<file path="src/rtl/page_walk_pkg.sv">
package page_walk_pkg;

  // Flag bit positions inside a translation entry
  localparam int FLAG_PRESENT = 0;
  localparam int FLAG_WRITE   = 1;
  localparam int FLAG_USER    = 2;
  localparam int FLAG_BIG     = 7;

  typedef enum logic [1:0] {
    CAUSE_NONE   = 2'd0,
    CAUSE_ABSENT = 2'd1,
    CAUSE_PRIV   = 2'd2,
    CAUSE_WPROT  = 2'd3
  } faultCause_t;

  // Strobes from control to datapath
  typedef struct packed {
    logic captureReq;    // latch request fields
    logic finishBypass;  // paging off: result is the raw address
    logic keepDir;       // latch directory entry for the second level
    logic finishDir;     // leaf reached at directory (large page)
    logic finishTbl;     // leaf reached at table
    logic finishAbsent;  // not-present fault
    logic selTable;      // memory address selects second level
  } walkStrobes_t;

  // Privilege has priority over write protection
  function automatic faultCause_t judgeRights(input logic userOk,
                                              input logic writeOk,
                                              input logic isUser,
                                              input logic isWrite);
    if (isUser && !userOk)
      return CAUSE_PRIV;
    else if (isUser && isWrite && !writeOk)
      return CAUSE_WPROT;
    else
      return CAUSE_NONE;
  endfunction

endpackage

</file>
<file path="src/rtl/page_walk_ctrl.sv">
module page_walk_ctrl
  import page_walk_pkg::*;
(
  input  logic         clk,
  input  logic         rstN,
  input  logic         reqValid,
  input  logic         pagingOn,
  input  logic         memReqReady,
  input  logic         memRspValid,
  input  logic         rspPresent,
  input  logic         rspBig,
  output logic         reqReady,
  output logic         memReqValid,
  output logic         doneValid,
  output walkStrobes_t strobes
);

  typedef enum logic [2:0] {
    ST_IDLE, ST_DIR_REQ, ST_DIR_WAIT, ST_TBL_REQ, ST_TBL_WAIT, ST_DONE
  } walkState_t;

  walkState_t stateQ, stateD;
  logic       accept;

  assign accept = reqValid && (stateQ == ST_IDLE);

  always_comb begin
    stateD  = stateQ;
    strobes = '0;
    strobes.selTable = (stateQ == ST_TBL_REQ);
    unique case (stateQ)
      ST_IDLE: begin
        if (accept) begin
          strobes.captureReq = 1'b1;
          if (!pagingOn) begin
            strobes.finishBypass = 1'b1;
            stateD = ST_DONE;
          end else begin
            stateD = ST_DIR_REQ;
          end
        end
      end
      ST_DIR_REQ:  if (memReqReady) stateD = ST_DIR_WAIT;
      ST_DIR_WAIT: begin
        if (memRspValid) begin
          if (!rspPresent) begin
            strobes.finishAbsent = 1'b1;
            stateD = ST_DONE;
          end else if (rspBig) begin
            strobes.finishDir = 1'b1;
            stateD = ST_DONE;
          end else begin
            strobes.keepDir = 1'b1;
            stateD = ST_TBL_REQ;
          end
        end
      end
      ST_TBL_REQ:  if (memReqReady) stateD = ST_TBL_WAIT;
      ST_TBL_WAIT: begin
        if (memRspValid) begin
          if (!rspPresent) strobes.finishAbsent = 1'b1;
          else             strobes.finishTbl    = 1'b1;
          stateD = ST_DONE;
        end
      end
      ST_DONE:  stateD = ST_IDLE;
      default:  stateD = ST_IDLE;
    endcase
  end

  always_ff @(posedge clk) begin
    if (!rstN) stateQ <= ST_IDLE;
    else       stateQ <= stateD;
  end

  assign reqReady    = (stateQ == ST_IDLE);
  assign memReqValid = (stateQ == ST_DIR_REQ) || (stateQ == ST_TBL_REQ);
  assign doneValid   = (stateQ == ST_DONE);

endmodule

</file>
<file path="src/rtl/page_walk_datapath.sv">
module page_walk_datapath
  import page_walk_pkg::*;
#(
  parameter int ADDR_W = 32,
  parameter int OFF_W  = 12,
  parameter int TBL_W  = 10,
  parameter int ENTRY_SHIFT = 2
) (
  input  logic              clk,
  input  logic              rstN,
  input  walkStrobes_t      strobes,
  input  logic [ADDR_W-1:0] reqAddr,
  input  logic              reqWrite,
  input  logic              reqUser,
  input  logic [ADDR_W-1:0] dirBase,
  input  logic              bigPageOn,
  input  logic [ADDR_W-1:0] memRspData,
  output logic [ADDR_W-1:0] memReqAddr,
  output logic              rspPresent,
  output logic              rspBig,
  output logic [ADDR_W-1:0] donePhys,
  output logic              doneFault,
  output logic [1:0]        doneCause
);

  localparam int BIG_W   = OFF_W + TBL_W;       // offset width of a large page
  localparam int DIR_W   = ADDR_W - BIG_W;      // directory index width
  localparam int FRAME_W = ADDR_W - OFF_W;      // frame number width

  logic [ADDR_W-1:0]  addrQ;
  logic               writeQ, userQ, bigEnQ;
  logic [FRAME_W-1:0] baseQ;
  logic [ADDR_W-1:0]  dirEntryQ;
  logic [ADDR_W-1:0]  physQ;
  logic               faultQ;
  faultCause_t        causeQ;

  logic [DIR_W-1:0]   dirIdx;
  logic [TBL_W-1:0]   tblIdx;
  logic [ADDR_W-1:0]  dirSlot, tblSlot;
  faultCause_t        dirVerdict, tblVerdict;
  logic [ADDR_W-1:0]  bigPhys, smallPhys;

  assign dirIdx = addrQ[ADDR_W-1:BIG_W];
  assign tblIdx = addrQ[BIG_W-1:OFF_W];

  assign dirSlot = {baseQ, {OFF_W{1'b0}}} + (ADDR_W'(dirIdx) << ENTRY_SHIFT);
  assign tblSlot = {dirEntryQ[ADDR_W-1:OFF_W], {OFF_W{1'b0}}}
                 + (ADDR_W'(tblIdx) << ENTRY_SHIFT);
  assign memReqAddr = strobes.selTable ? tblSlot : dirSlot;

  assign rspPresent = memRspData[FLAG_PRESENT];
  assign rspBig     = bigEnQ && memRspData[FLAG_BIG];

  // Rights: directory alone for a large page, both levels ANDed otherwise
  assign dirVerdict = judgeRights(memRspData[FLAG_USER], memRspData[FLAG_WRITE],
                                  userQ, writeQ);
  assign tblVerdict = judgeRights(memRspData[FLAG_USER] & dirEntryQ[FLAG_USER],
                                  memRspData[FLAG_WRITE] & dirEntryQ[FLAG_WRITE],
                                  userQ, writeQ);

  assign bigPhys   = {memRspData[ADDR_W-1:BIG_W], addrQ[BIG_W-1:0]};
  assign smallPhys = {memRspData[ADDR_W-1:OFF_W], addrQ[OFF_W-1:0]};

  always_ff @(posedge clk) begin
    if (!rstN) begin
      addrQ     <= '0;
      writeQ    <= 1'b0;
      userQ     <= 1'b0;
      bigEnQ    <= 1'b0;
      baseQ     <= '0;
      dirEntryQ <= '0;
    end else begin
      if (strobes.captureReq) begin
        addrQ  <= reqAddr;
        writeQ <= reqWrite;
        userQ  <= reqUser;
        bigEnQ <= bigPageOn;
        baseQ  <= dirBase[ADDR_W-1:OFF_W];
      end
      if (strobes.keepDir) dirEntryQ <= memRspData;
    end
  end

  always_ff @(posedge clk) begin
    if (!rstN) begin
      physQ  <= '0;
      faultQ <= 1'b0;
      causeQ <= CAUSE_NONE;
    end else if (strobes.finishBypass) begin
      physQ  <= reqAddr;
      faultQ <= 1'b0;
      causeQ <= CAUSE_NONE;
    end else if (strobes.finishAbsent) begin
      physQ  <= '0;
      faultQ <= 1'b1;
      causeQ <= CAUSE_ABSENT;
    end else if (strobes.finishDir) begin
      physQ  <= (dirVerdict == CAUSE_NONE) ? bigPhys : '0;
      faultQ <= (dirVerdict != CAUSE_NONE);
      causeQ <= dirVerdict;
    end else if (strobes.finishTbl) begin
      physQ  <= (tblVerdict == CAUSE_NONE) ? smallPhys : '0;
      faultQ <= (tblVerdict != CAUSE_NONE);
      causeQ <= tblVerdict;
    end
  end

  assign donePhys  = physQ;
  assign doneFault = faultQ;
  assign doneCause = causeQ;

endmodule

</file>
<file path="src/rtl/page_walker.sv">
module page_walker
  import page_walk_pkg::*;
#(
  parameter int ADDR_W = 32,
  parameter int OFF_W  = 12,
  parameter int TBL_W  = 10
) (
  input  logic              clk,
  input  logic              rstN,
  input  logic              reqValid,
  output logic              reqReady,
  input  logic [ADDR_W-1:0] reqAddr,
  input  logic              reqWrite,
  input  logic              reqUser,
  input  logic [ADDR_W-1:0] dirBase,
  input  logic              pagingOn,
  input  logic              bigPageOn,
  output logic              doneValid,
  output logic [ADDR_W-1:0] donePhys,
  output logic              doneFault,
  output logic [1:0]        doneCause,
  output logic              memReqValid,
  input  logic              memReqReady,
  output logic [ADDR_W-1:0] memReqAddr,
  input  logic              memRspValid,
  input  logic [ADDR_W-1:0] memRspData
);

  walkStrobes_t strobes;
  logic         rspPresent, rspBig;

  page_walk_ctrl ctrlInst (
    .clk(clk), .rstN(rstN), .reqValid(reqValid), .pagingOn(pagingOn),
    .memReqReady(memReqReady), .memRspValid(memRspValid),
    .rspPresent(rspPresent), .rspBig(rspBig), .reqReady(reqReady),
    .memReqValid(memReqValid), .doneValid(doneValid), .strobes(strobes)
  );

  page_walk_datapath #(.ADDR_W(ADDR_W), .OFF_W(OFF_W), .TBL_W(TBL_W)) dpInst (
    .clk(clk), .rstN(rstN), .strobes(strobes), .reqAddr(reqAddr),
    .reqWrite(reqWrite), .reqUser(reqUser), .dirBase(dirBase),
    .bigPageOn(bigPageOn), .memRspData(memRspData), .memReqAddr(memReqAddr),
    .rspPresent(rspPresent), .rspBig(rspBig), .donePhys(donePhys),
    .doneFault(doneFault), .doneCause(doneCause)
  );

endmodule

</file>
<file path="config.mk">
export PLATFORM = sky130hd
export DESIGN_NAME = page_walker
export DESIGN_NICKNAME = d
export VERILOG_FILES = /design/src/rtl/page_walk_pkg.sv /design/src/rtl/page_walk_ctrl.sv /design/src/rtl/page_walk_datapath.sv /design/src/rtl/page_walker.sv
export SDC_FILE = /design/constraint.sdc
export NUM_CORES = 1
export LEC_CHECK = 0
export BUFFER_PORTS_ARGS = -buffer_cell sky130_fd_sc_hd__buf_4
export CAP_MARGIN = 40
export CORE_MARGIN = 3
export CORE_UTILIZATION = 45
export DETAILED_ROUTE_END_ITERATION = 10
export GPL_TIMING_DRIVEN = 0
export PLACE_DENSITY_LB_ADDON = 0.15
export SYNTH_ARGS = -nofsm -noshare
export SYNTH_HDL_FRONTEND = slang
export SYNTH_SLANG_ARGS = --single-unit
</file>
<file path="constraint.sdc">
create_clock -name clk -period 2.4 [get_ports clk]
set_clock_uncertainty 0.05 [all_clocks]
set_input_delay 0.48 -clock clk [delete_from_list [all_inputs] [get_ports clk]]
set_output_delay 0.48 -clock clk [all_outputs]
set_load 0.01 [all_outputs]
</file>
==> After elaboration in Yosys (flattened, before gate mapping) <==
Index checks and enable logic that the tools add are counted.
{ "word_totals": {"regBits": 125, "in_bits": 105, "output_inout_bits": 70} }
{ "classes": {"addsub": 2, "n_eq_ne": 10, "mux": 40, "bitwise": 3, "n_reduce_logical": 23} }
{ "ops": {"columns": ["operator", "n"], "rows": [
  ["32-bit 2-to-1 mux", 7],
  ["32-bit by 12-bit adder with 32-bit output", 2],
  ["2-bit 2-to-1 mux", 12],
  ["3-bit 2-to-1 mux", 8],
  ["3-bit case mux with 5 select lines", 1],
  ["1-bit 2-to-1 mux", 11],
  ["2-bit inequality test (second input constant)", 4],
  ["1-bit logical AND", 7],
  ["3-bit by 2-bit equality test with 1-bit output (second input constant)", 2],
  ["3-bit equality test (second input constant)", 2],
  ["2-bit nonzero test", 3],
  ["5-bit AND reduction", 1],
  ["1-bit zero test", 4],
  ["2-bit zero test", 2],
  ["4-bit nonzero test", 1],
  ["3-bit by 1-bit equality test with 1-bit output (second input constant)", 1],
  ["3-bit zero test", 1],
  ["3-bit nonzero test", 1],
  ["3-bit OR reduction", 1],
  ["1-bit AND", 2],
  ["2-bit by 1-bit inequality test with 1-bit output (second input constant)", 1],
  ["1-bit case mux with 2 select lines", 1],
  ["2-bit OR reduction", 1],
  ["1-bit logical OR", 1],
  ["1-bit NOT", 1]
]} }

==> Logic depth before layout (Yosys ltp) <==
Gate-level depths: netlist of the first run.
{ "depth": {"ltp_word": 11, "ltp_mapped": 8} }

==> By module <==
A second synthesis of the first run with hierarchy kept.
{ "unflattened": {"cells_unflattened": 567, "hier_area_um2": 5378.9} }
{ "modules_own_cells": {"columns": ["mod", "instances", "cells_each", "area_per_inst_um2", "seq_area_each_um2"], "rows": [
  ["page_walk_datapath", 1, 528, 5097.4, 2242.2],
  ["page_walk_ctrl", 1, 39, 281.5, 60.1]
]} }

==> Worst setup path after synthesis of the first run <==
Ideal clock, no wire load.
{ "synth_timing": {"path_type": "register to output", "from": "register ctrlInst.stateQ[2]", "to": "output memReqAddr[10]", "t_arrival_ps": 1576, "slack_ps": 294, "path_stages_with_launch": 8, "path_cell_list": "dfxtp_1 -> buf_2 -> inv_1 -> nand2_1 -> inv_1 -> nand2_1 -> clkbuf_1 -> mux2_2"} }
{ "synth_between": {"elab_chain_len": 2} }
{ "synth_rtl": {"columns": ["item", "line", "text"], "rows": [
  ["start: declaration", "page_walk_ctrl.sv:22", "walkState_t stateQ, stateD;"],
  ["start signal: assignment", "page_walk_ctrl.sv:73", "else stateQ <= stateD;"],
  ["3-bit by 2-bit equality test with 1-bit output", "page_walk_ctrl.sv:30", "strobes.selTable = (stateQ == ST_TBL_REQ);"],
  ["32-bit 2-to-1 mux", "page_walk_datapath.sv:50", "assign memReqAddr = strobes.selTable ? tblSlot : dirSlot;"],
  ["end: declaration", "page_walker.sv:24", "output logic [ADDR_W-1:0] memReqAddr,"]
]} }
Every way passes these cells.

==> Worst setup path after layout of the first run <==
{ "layout_timing": {"from": "register ctrlInst.stateQ[0]", "to": "output memReqAddr[3]"} }
The elaborated chain is that of the path after synthesis.

==> key figures, run 1 <==
Outcome
  – Status: complete, no violations

CTS
  – Clock Pin Slew Worst Setup and Hold Paths: roughly 0.05 ns
  – Hold_buf cts: 0
  – # clock sinks: 115
  – Root Buffer: clkbuf_16
  – TritonCTS clock tree: yes
  – TritonCTS buffer count: 17
  – H-tree depth: 4
  – Clock tree buffer depth: 2
  – Clk_lat worst skew: 0.41 ns

Logic synthesis
  – Ys Warns: 0
  – Post-Syn Area: 5405 um2
  – Yosys top cell area share: a little over two fifths
  – Main synth FF type: dfxtp_1
  – Most instantiated cells after synthesis: nand2_1 (158), dfxtp_1 (115), a21boi_1 (40), a21boi_0 (37)
  – Netlist cell types: 47
  – Number of synthesized flops with an enable pin: 0
  – Most frequent cell after synthesis: nand2_1
  – Sequential-to-total area share from yosys stat: 42.59%
  – Count of state elements after synthesis: 115
  – Largest area contributor in the netlist: dfxtp_1
  – Mapped Avg Cell Area: between 9 and 10 um2
  – Cells after Synth: between 500 and 600
  – Post-synth ARST share: 0%
  – Synth area leaders: dfxtp_1 (43%), nand2_1 (11%), a22oi_2 (6.9%)

Route
  – Vias post-DR: roughly 5,000
  – First-pass iteration count of the detailed router: 5
  – Total Wirelength: around 17,000 um
  – Vias per cell: between 5 and 6
  – Starting DRT DRC Count: roughly 320
  – WL per Instance: approximately 18 um
  – Antenna Violating Nets Remaining: 0
  – DR DRC count: 0

Worst setup path
  – Required time of the critical path: between 1.5 and 2 ns
  – WP data arrival: around 1.8 ns
  – WS Path Type: reg2out
  – Critical path, cell by cell: buf_8 -> nand2_4 -> inv_2 -> nand2_8 -> clkbuf_8 -> mux2_2 -> buf_4
  – Crit path max-delay family: buffers and inverters
  – CP max stage delay: between 0.3 and 0.4 ns
  – Worst path buffer plus inverter count: 4
  – Crit path capture type: output pin
  – Crit start category: flip-flop
  – Max FO, Critical Path: 10
  – CP max stage cell: dfxtp_4

Placement
  – Pre-CTS setup slack: -0.2500 ns
  – Buffers on Ports: roughly 150
  – DP HPWL: 12,070 um
  – Routability Congestion: a little under 0.9

STA
  – Min cycle time layout: 2.364 ns
  – Worst-margin pin slew: 0.6444 ns
  – Fin crit share: a little under 100%
  – Worst Hold Margin: 0.2815 ns
  – Slew Viols, Final: 0
  – Final hold vios: 0
  – Endpoints failing setup: 0
  – Fmax achieved: 423.1 MHz
  – Slew headroom: 56.88%
  – Setup ws final: 0.03636 ns

Floorplan
  – Die Y: ~120 um
  – Die Span X: roughly 120 um
  – Initial Util: about 47%
  – Cell row count: 39
  – Core area: 11,560 um2
  – Ports: around 180
  – DIE AREA: about 13,000 um2

Global routing
  – Number of global-route vias before repair: around 4,900
  – Total global-route track usage: between 20 and 25%
  – Largest net degree at the start of global routing: 17
  – Grt total ovfl: 0
  – Initial antenna violation count: 0
  – First-pass GRT wire length: 25,290 um

Cells and area
  – Ant. Diodes: 0
  – Layout area overhead: 38.40%
  – Final #Nets: just under 900
  – Layout cells sized above 1: between 30% and 40%

Power and ir drop
  – Lkg Pwr: a little over 0.003 uW
  – Worst vdd ir: around 0.38 mV
  – Power density cells: 801.1 nW/um2

Run
  – Max-Cap Viols: 0

Hold path
  – Hold WC Path Type: in2reg
-- report_power, final --
group	leakage (uW)	internal (uW)	switching [uW]	total (uW)
Sequential	0.000942	2120	123	2240
Combinational	0.00187	691	818	1510
Clock	0.000265	1420	826	2240
-- registers in the layout (all words and copies together) (netlist names) --
name,count
dpInst.dirEntryQ,22
dpInst.userQ,1
dpInst.bigEnQ,1
dpInst.writeQ,1
dpInst.donePhys,32
dpInst.addrQ,32
dpInst.baseQ,20
ctrlInst.stateQ,3
dpInst.doneCause,2
dpInst.doneFault,1
-- cell type report --
type                            instances  area [um2]
Sequential cell                       115        2308
Multi-Input combinational cell        427        2914
Clock inverter                          5       25.02
Clock buffer                           27       503.0
Buffer                                 50       315.3
Fill cell                             964        4084
Timing Repair Buffer                  158        1215
Tap cell                              143       178.9
Inverter                                5       21.27
-- worst paths after layout --
path | from | to | slack (ns) | depth (start not counted)
setup reg to reg | ctrlInst.stateQ[0] | dpInst.donePhys[12] | 0.05 | 5
setup / recovery | ctrlInst.stateQ[0] | memReqAddr[3] | 0.04 | 7
hold / removal | dirBase[25] | dpInst.baseQ[13] | 0.28 | 3
hold reg to reg | dpInst.addrQ[26] | dpInst.addrQ[26] | 0.41 | 2
-- cell usage in the layout, fill, tap and decap left out, types with 3 or more instances in the layout --
cell and count:
a22oi_1 3, a21oi_2 30, nand2_1 156, clkinv_2 5
buf_6 6, mux2_1 8, o21ai_1 20, a22oi_2 30
inv_1 3, o21ai_0 13, or3_1 3, a21oi_1 7
mux2_4 5, buf_4 157, nand2b_1 3, dfxtp_1 112
a21boi_1 40, a21boi_0 37, clkbuf_16 19, nor2_1 6
clkbuf_8 6, clkbuf_1 33, mux2_2 28, buf_2 10
-- worst reg2reg max path: stages (launching register included) --
cell and delay (ns):
dfxtp_4 0.36, or4b_1 0.60, nor2_1 0.54, buf_2 0.42, a22oi_2 0.16, a21oi_2 0.15
-- per-layer routing --
metal	routed length, um	track usage, %	vias up
met5	0	0	-
met4	308	8.216	0
met3	956	6.319	29
met2	7657	39.12	168
met1	7630	33.57	2382
li1	-	-	2424
-- cell families (layout without fill, tap and decap cells) --
family	after synthesis	count (layout)	synth area share, %
compound gates	194	194	29.00
simple gates	187	187	14.51
flops	115	115	42.59
buf+inv	55	245	4.768
mux	42	42	8.727
xor+xnor	2	2	0.3241
other cells	1	2	0.06938
-- stage by stage --
stage          instance area [um2]  std cells  setup TNS, ns  util, %  power [uW]
2_1_floorplan                 5409        597              0        -        3088
3_3_place_gp                  6721        891         -7.699    58.12        3659
3_5_place_dp                  6721        891         -9.935    58.12        3691
4_1_cts                       7422        928              0    64.18        5993
5_1_grt                       7481        930       -0.01776    64.69        6259
6_report                      7481        930              0    64.69        5993
-- what timing repair did --
item                                    in CTS  in global routing
pin swaps                                    2                  0
gates resized for setup                     32                 12
endpoints found under the hold margin        0                  0
endpoints found under the setup margin      60                 85
buffers inserted                             3                  1
cloned                                       2                  1
(Power assumes the default switching activity.)
==> run 2: changes to the inputs <==
--- a/constraint.sdc
+++ b/constraint.sdc
@@ -4,2 +4,2 @@
 set_output_delay 0.48 -clock clk [all_outputs]
-set_load 0.01 [all_outputs]
+set_load 0.05 [all_outputs]
==> run 2 against run 1 <==
Against the previous run: flip-flop and latch count stayed put; critical endpoint is now memReqAddr[5]; die area unchanged; critical path type unchanged; combinational power is 37% higher; highest routed layer unchanged.
==> key figures, run 2 (synthesis gave the netlist of run 1 again) <==
Outcome
  – Status: complete, no violations

Route
  – Vias per cell: approximately 5.4
  – DR DRC count: 0
  – Vias post-DR: approximately 5,000
  – First-pass iteration count of the detailed router: 5
  – Total Wirelength: ~17,000 um
  – Antenna Violating Nets Remaining: 0
  – Starting DRT DRC Count: about 340
  – WL per Instance: between 15 and 20 um

Power and ir drop
  – Sequential Power Share: ~34%
  – Clock share of power: 34.3%
  – Total power: between 6000 and 7000 uW
  – Switching share of power: between 30% and 40%
  – P_int: about 4300 uW
  – Logic pwr share: between 30% and 40%
  – Lkg Pwr: 0.003164 uW
  – Worst vdd ir: about 0.46 mV
  – Psw: approximately 2300 uW
  – Power density cells: ~850 nW/um2

CTS
  – Clock tree buffer depth: 2
  – Clock Pin Slew Worst Setup and Hold Paths: around 0.050 ns
  – Hold_buf cts: 0
  – TritonCTS clock tree: yes
  – H-tree depth: 4
  – Clk_lat worst skew: just over 0.4 ns
  – Root Buffer: clkbuf_16
  – # clock sinks: 115
  – TritonCTS buffer count: 17

Worst setup path
  – Register-to-Register Path Depth: 5
  – Crit path capture type: output pin
  – R2R Setup Slk: approximately 0.03 ns
  – Reg2Reg Capture Point: dpInst.donePhys[12]
  – CP max stage delay: roughly 0.37 ns
  – Cell depth of the worst setup path: 7
  – Required time of the critical path: about 1.9 ns
  – CP max stage cell: dfxtp_4
  – WP data arrival: between 1.5 and 2 ns
  – WS Path Type: reg2out
  – CP startpoint: ctrlInst.stateQ[0]
  – Worst path buffer plus inverter count: 4
  – Max FO, Critical Path: 10
  – Critical path, cell by cell: buf_8 -> nand2_4 -> inv_4 -> nand2_8 -> clkbuf_8 -> mux2_2 -> buf_6
  – R2R Path Start: ctrlInst.stateQ[0]
  – Crit path max-delay family: buffers and inverters
  – Crit path capture: memReqAddr[5]
  – Crit start category: flip-flop

Floorplan
  – Die Span X: ~120 um
  – Core area: approximately 12,000 um2
  – Ports: approximately 180
  – DIE AREA: about 13,000 um2
  – Cell row count: 39
  – Initial Util: approximately 47%
  – Die Y: around 120 um

Placement
  – Routability Congestion: about 0.87
  – Pre-CTS setup slack: -0.2972 ns
  – DP HPWL: about 12,000 um
  – Buffers on Ports: between 150 and 200

Cells and area
  – Final #Nets: 877
  – Ant. Diodes: 0
  – Layout cells sized above 1: between 30 and 40%
  – Most common cell after layout, fill and taps aside: nand2_1
  – Final core occ: around two thirds
  – Layout area overhead: 42.36%
  – Most frequent cells in the layout: nand2_1 (156), buf_4 (124), dfxtp_1 (112)

Hold path
  – Hold WC Path Type: in2reg

STA
  – Final hold vios: 0
  – Min cycle time layout: ~2.4 ns
  – Slew Viols, Final: 0
  – Fin crit share: a little over nine tenths
  – Setup ws final: 0.02935 ns
  – Slew headroom: a little under three fifths
  – Worst-margin pin slew: roughly 0.65 ns
  – Worst Hold Margin: about 0.28 ns
  – RSZ-0062 raised after global routing: true
  – Fmax achieved: ~420 MHz
  – Endpoints failing setup: 0

Run
  – Max-Cap Viols: 0

Global routing
  – Total global-route track usage: between 20% and 30%
  – Largest net degree at the start of global routing: 17
  – Grt total ovfl: 0
  – Initial antenna violation count: 0
  – First-pass GRT wire length: 25,790 um
  – Number of global-route vias before repair: about 5,000
run 2: power by group through the flow:
stage                     sequential, uW  clock, uW  combinational (uW)
after CTS                           2240       2270                2050
after detailed placement            2270          0                1910
after global placement              2260          0                1890
after floorplan                     2580          0                 993
final                               2250       2250                2070
after global routing                2270       2360                2200
run 2: metal layers:
layer  GRT usage [%]  wire length, um
met1           34.16             7401
met2           39.51             7799
met3           6.736             1212
met4           9.155              374
met5               0                0
run 2: through the flow:
step | instance area, um2 | setup TNS [ns] | instances
after floorplan | 5409 | -0.8351 | 597
final | 7695 | 0 | 928
after detailed placement | 6721 | -11.34 | 891
after global routing | 7695 | -0.1229 | 928
after global placement | 6721 | -9.101 | 891
after CTS | 7645 | -0.2884 | 928
run 2: worst min-delay path by stage:
stage                startpoint          endpoint  slack (ns)  cells after the start
4_1_cts             dirBase[24]  dpInst.baseQ[12]        0.27                      3
2_1_floorplan  dpInst.addrQ[22]  dpInst.addrQ[22]        0.38                      2
3_3_place_gp   dpInst.addrQ[27]  dpInst.addrQ[27]        0.39                      2
6_report            dirBase[25]  dpInst.baseQ[13]        0.28                      3
3_5_place_dp   dpInst.addrQ[24]  dpInst.addrQ[24]        0.40                      2
5_1_grt              reqAddr[4]   dpInst.addrQ[4]        0.27                      3
run 2: cell type report:
class                           count  area (um2)
Inverter                            5       23.77
Timing Repair Buffer              156        1375
Multi-Input combinational cell    427        2959
Sequential cell                   115        2308
Tap cell                          143       178.9
Clock inverter                      5       25.02
Fill cell                         926        3870
Clock buffer                       27       503.0
Buffer                             50       321.6
run 2: worst register-to-register path: stages (launching register included):
cell and delay, ns:
dfxtp_4 0.37, or4b_1 0.60, nor2_1 0.55, buf_2 0.42
a22oi_2 0.16, a21oi_2 0.15
run 2: repair_timing:
action / 4_1_cts / 5_1_grt
resized for setup: 89 / 14
pin swaps: 1 / 2
setup buffers: 2 / 0
cloned: 3 / 0
endpoints found under the setup margin: 60 / 87
==> run 3: changes to the inputs <==
ABC_AREA = 1   (was not set)
TNS_END_PERCENT = 50   (was not set)
==> run 3 against run 2 <==
Against the previous run: clock power up 3%; wire length up 5.3%; maximum frequency up 2.1%; via count up 22%; non-clock buffer count up 2; cell area up 3.9%; synthesized cell count up 49%.
==> key figures, run 3 <==
Floorplan
  – Ports: between 150 and 200
  – Core area: between 10,000 and 15,000 um2
  – Die Span X: ~120 um
  – Cell row count: 40
  – Die Y: around 120 um
  – DIE AREA: around 14,000 um2
  – Initial Util: 46.84%

CTS
  – H-tree depth: 4
  – Root Buffer: clkbuf_16
  – TritonCTS clock tree: yes
  – TritonCTS buffer count: 17
  – Clk_lat worst skew: between 0.4 and 0.5 ns
  – # clock sinks: approximately 120
  – Clock tree buffer depth: 2
  – Buffer count from post-CTS setup fixing: 0
  – Clock Pin Slew Worst Setup and Hold Paths: ~0.05 ns

Logic synthesis
  – Most instantiated cells after synthesis: nand2_1 (199), nor2_1 (167), dfxtp_1 (115), a21oi_1 (89), inv_1 (84)
  – Mapped Avg Cell Area: 6.467 um2
  – Post-Syn Area: about 5700 um2
  – Synth area leaders: dfxtp_1 (40%), nand2_1 (13%), nor2_1 (11%)
  – Cells after Synth: roughly 890
  – Number of synthesized flops with an enable pin: 0
  – Ys Warns: 0
  – Netlist cell types: 27
  – Sequential-to-total area share from yosys stat: 40.09%
  – Main synth FF type: dfxtp_1
  – Largest area contributor in the netlist: dfxtp_1
  – Post-synth ARST share: 0%
  – Most frequent cell after synthesis: nand2_1
  – Count of state elements after synthesis: 115
  – Yosys top cell area share: 40.09%

Power and ir drop
  – Logic pwr share: a little over half
  – Sequential Power Share: 25.7%
  – Power density cells: approximately 1400 nW/um2
  – Worst vdd ir: between 0.7 and 0.8 mV
  – Total power: between 10,000 and 15,000 uW
  – Switching share of power: a little under half
  – Clock share of power: between 20% and 30%
  – Psw: 5053 uW
  – Lkg Pwr: approximately 0.0038 uW
  – P_int: 5763 uW

Global routing
  – Number of global-route vias before repair: 5,718
  – Grt total ovfl: 0
  – Initial antenna violation count: 0
  – First-pass GRT wire length: between 20,000 and 30,000 um
  – Total global-route track usage: 25.15%
  – Largest net degree at the start of global routing: 17

STA
  – Slew Viols, Final: 0
  – Worst-margin pin slew: about 0.65 ns
  – Final hold vios: 0
  – Fmax achieved: 430.8 MHz
  – Endpoints failing setup: 0
  – Slew headroom: 56.68%
  – RSZ-0062 raised after global routing: true
  – Setup_tns: 0 ns
  – Min cycle time layout: around 2.3 ns
  – Fin crit share: 96.73%
  – Setup ws final: between 0.07 and 0.08 ns

Placement
  – Placed Instances: approximately 1,200
  – Routability Congestion: 0.8552
  – DP HPWL: between 10,000 and 15,000 um
  – Buffers on Ports: 151
  – Pre-CTS setup slack: between 0.03 and 0.04 ns

Worst setup path
  – Register-to-Register Path Depth: 9
  – Crit path capture type: output pin
  – R2R Setup Slk: 0.53 ns
  – R2R Path Start: ctrlInst.stateQ[1]
  – WP data arrival: 1.79 ns
  – Reg2Reg Capture Point: dpInst.donePhys[19]
  – WS Path Type: reg2out
  – Required time of the critical path: about 1.9 ns
  – Crit start category: flip-flop
  – Max FO, Critical Path: 10

Run
  – Max-Cap Viols: 0

Route
  – Vias post-DR: 6,139
  – First-pass iteration count of the detailed router: 6
  – DR DRC count: 0
  – WL per Instance: 14.26 um
  – Vias per cell: 4.951
  – Antenna Violating Nets Remaining: 0
  – Starting DRT DRC Count: between 400 and 500
  – Total Wirelength: ~18,000 um

Cells and area
  – Post-route insts no fill: ~1,200
  – Layout cells sized above 1: 25.84%
  – Fillcell total: 1,120
  – Layout area overhead: 39.19%
  – Most frequent cells in the layout: nand2_1 (198), nor2_1 (160), buf_4 (158)
  – Final #Nets: 1,164
  – Ant. Diodes: 0
  – Most common cell after layout, fill and taps aside: nand2_1

Outcome
  – Status: complete, no violations

Hold path
  – Hold WC Path Type: in2reg
  – Hold Path Stages: 3
  – Hold wc startpoint: memRspData[16]
  – Worst hold endpoint: dpInst.dirEntryQ[16]
run 3: cell types whose count changed after synthesis, sizes merged, moves of 41 or more:
cell    change
mux2       -41
nand2      +53
a21boi     -77
inv        +82
nand3      +77
nor2      +168
a21oi      +52
run 3: cells by family after synthesis:
logic type	count (synthesis)	share of synthesized area (%)
other cells	1	0.06530
simple gates	468	35.12
compound gates	159	13.90
flops	115	40.09
buf+inv	145	10.83
run 3: final cells by class:
cell class	instances	area [um2]	share of cell area [%]
Timing Repair Buffer	151	1134	14.18
Tap cell	168	210.2	2.630
Clock buffer	28	526.8	6.589
Buffer	57	347.8	4.351
Multi-Input combinational cell	629	3120	39.04
Inverter	88	330.3	4.132
Clock inverter	4	20.02	0.2504
Sequential cell	115	2305	28.83
run 3: what timing repair did:
action	4_1_cts	5_1_grt
pin swaps	0	0
hold endpoints to repair	0	0
hold buffers	0	0
setup endpoints to repair	31	9
gates resized for setup	23	2
run 3: power groups by stage:
stage          Combinational (uW)  Sequential [uW]  Clock, uW
4_1_cts                      5710             2780       2340
6_report                     5720             2780       2310
2_1_floorplan                3390             3540          0
3_3_place_gp                 5610             2790          0
3_5_place_dp                 5650             2800          0
5_1_grt                      6180             2850       2430
run 3: how the worst max path moves through the flow:
stage / cells after the start / startpoint / end
2_1_floorplan: 5 / ctrlInst.stateQ[0] / memReqAddr[12]
3_3_place_gp: 6 / ctrlInst.stateQ[0] / memReqAddr[31]
3_5_place_dp: 5 / ctrlInst.stateQ[2] / memReqAddr[10]
4_1_cts: 5 / ctrlInst.stateQ[1] / reqReady
5_1_grt: 7 / ctrlInst.stateQ[0] / memReqAddr[30]
6_report: 6 / ctrlInst.stateQ[2] / memReqAddr[5]
run 3: metal layers:
layer,routed length (um),vias up,global-route usage (%)
met5,0,-,0
met3,994,24,5.935
met2,8613,214,42.77
met1,7738,2770,31.78
li1,-,3131,-
met4,333,0,7.314
run 3: critical path, stage by stage, from the launching register on:
cell and delay, ns:
dfxtp_2 0.46, nor2_4 0.08, nand2_4 0.15, clkbuf_2 0.24, nand2_1 0.12, o21ai_2 0.09
buf_4 0.22
run 3: stage by stage:
| stage | hold WS, ns | util (%) | area (um2) |
|---|---|---|---|
| finish | 0.2889 | 65.19 | 7994 |
| global route | 0.2834 | 65.19 | 7994 |
| detailed placement | 0.4056 | 60.05 | 7363 |
| global placement | 0.4027 | 60.05 | 7363 |
| floorplan | 0.3945 | - | 6020 |
| CTS | 0.2707 | 65.13 | 7986 |
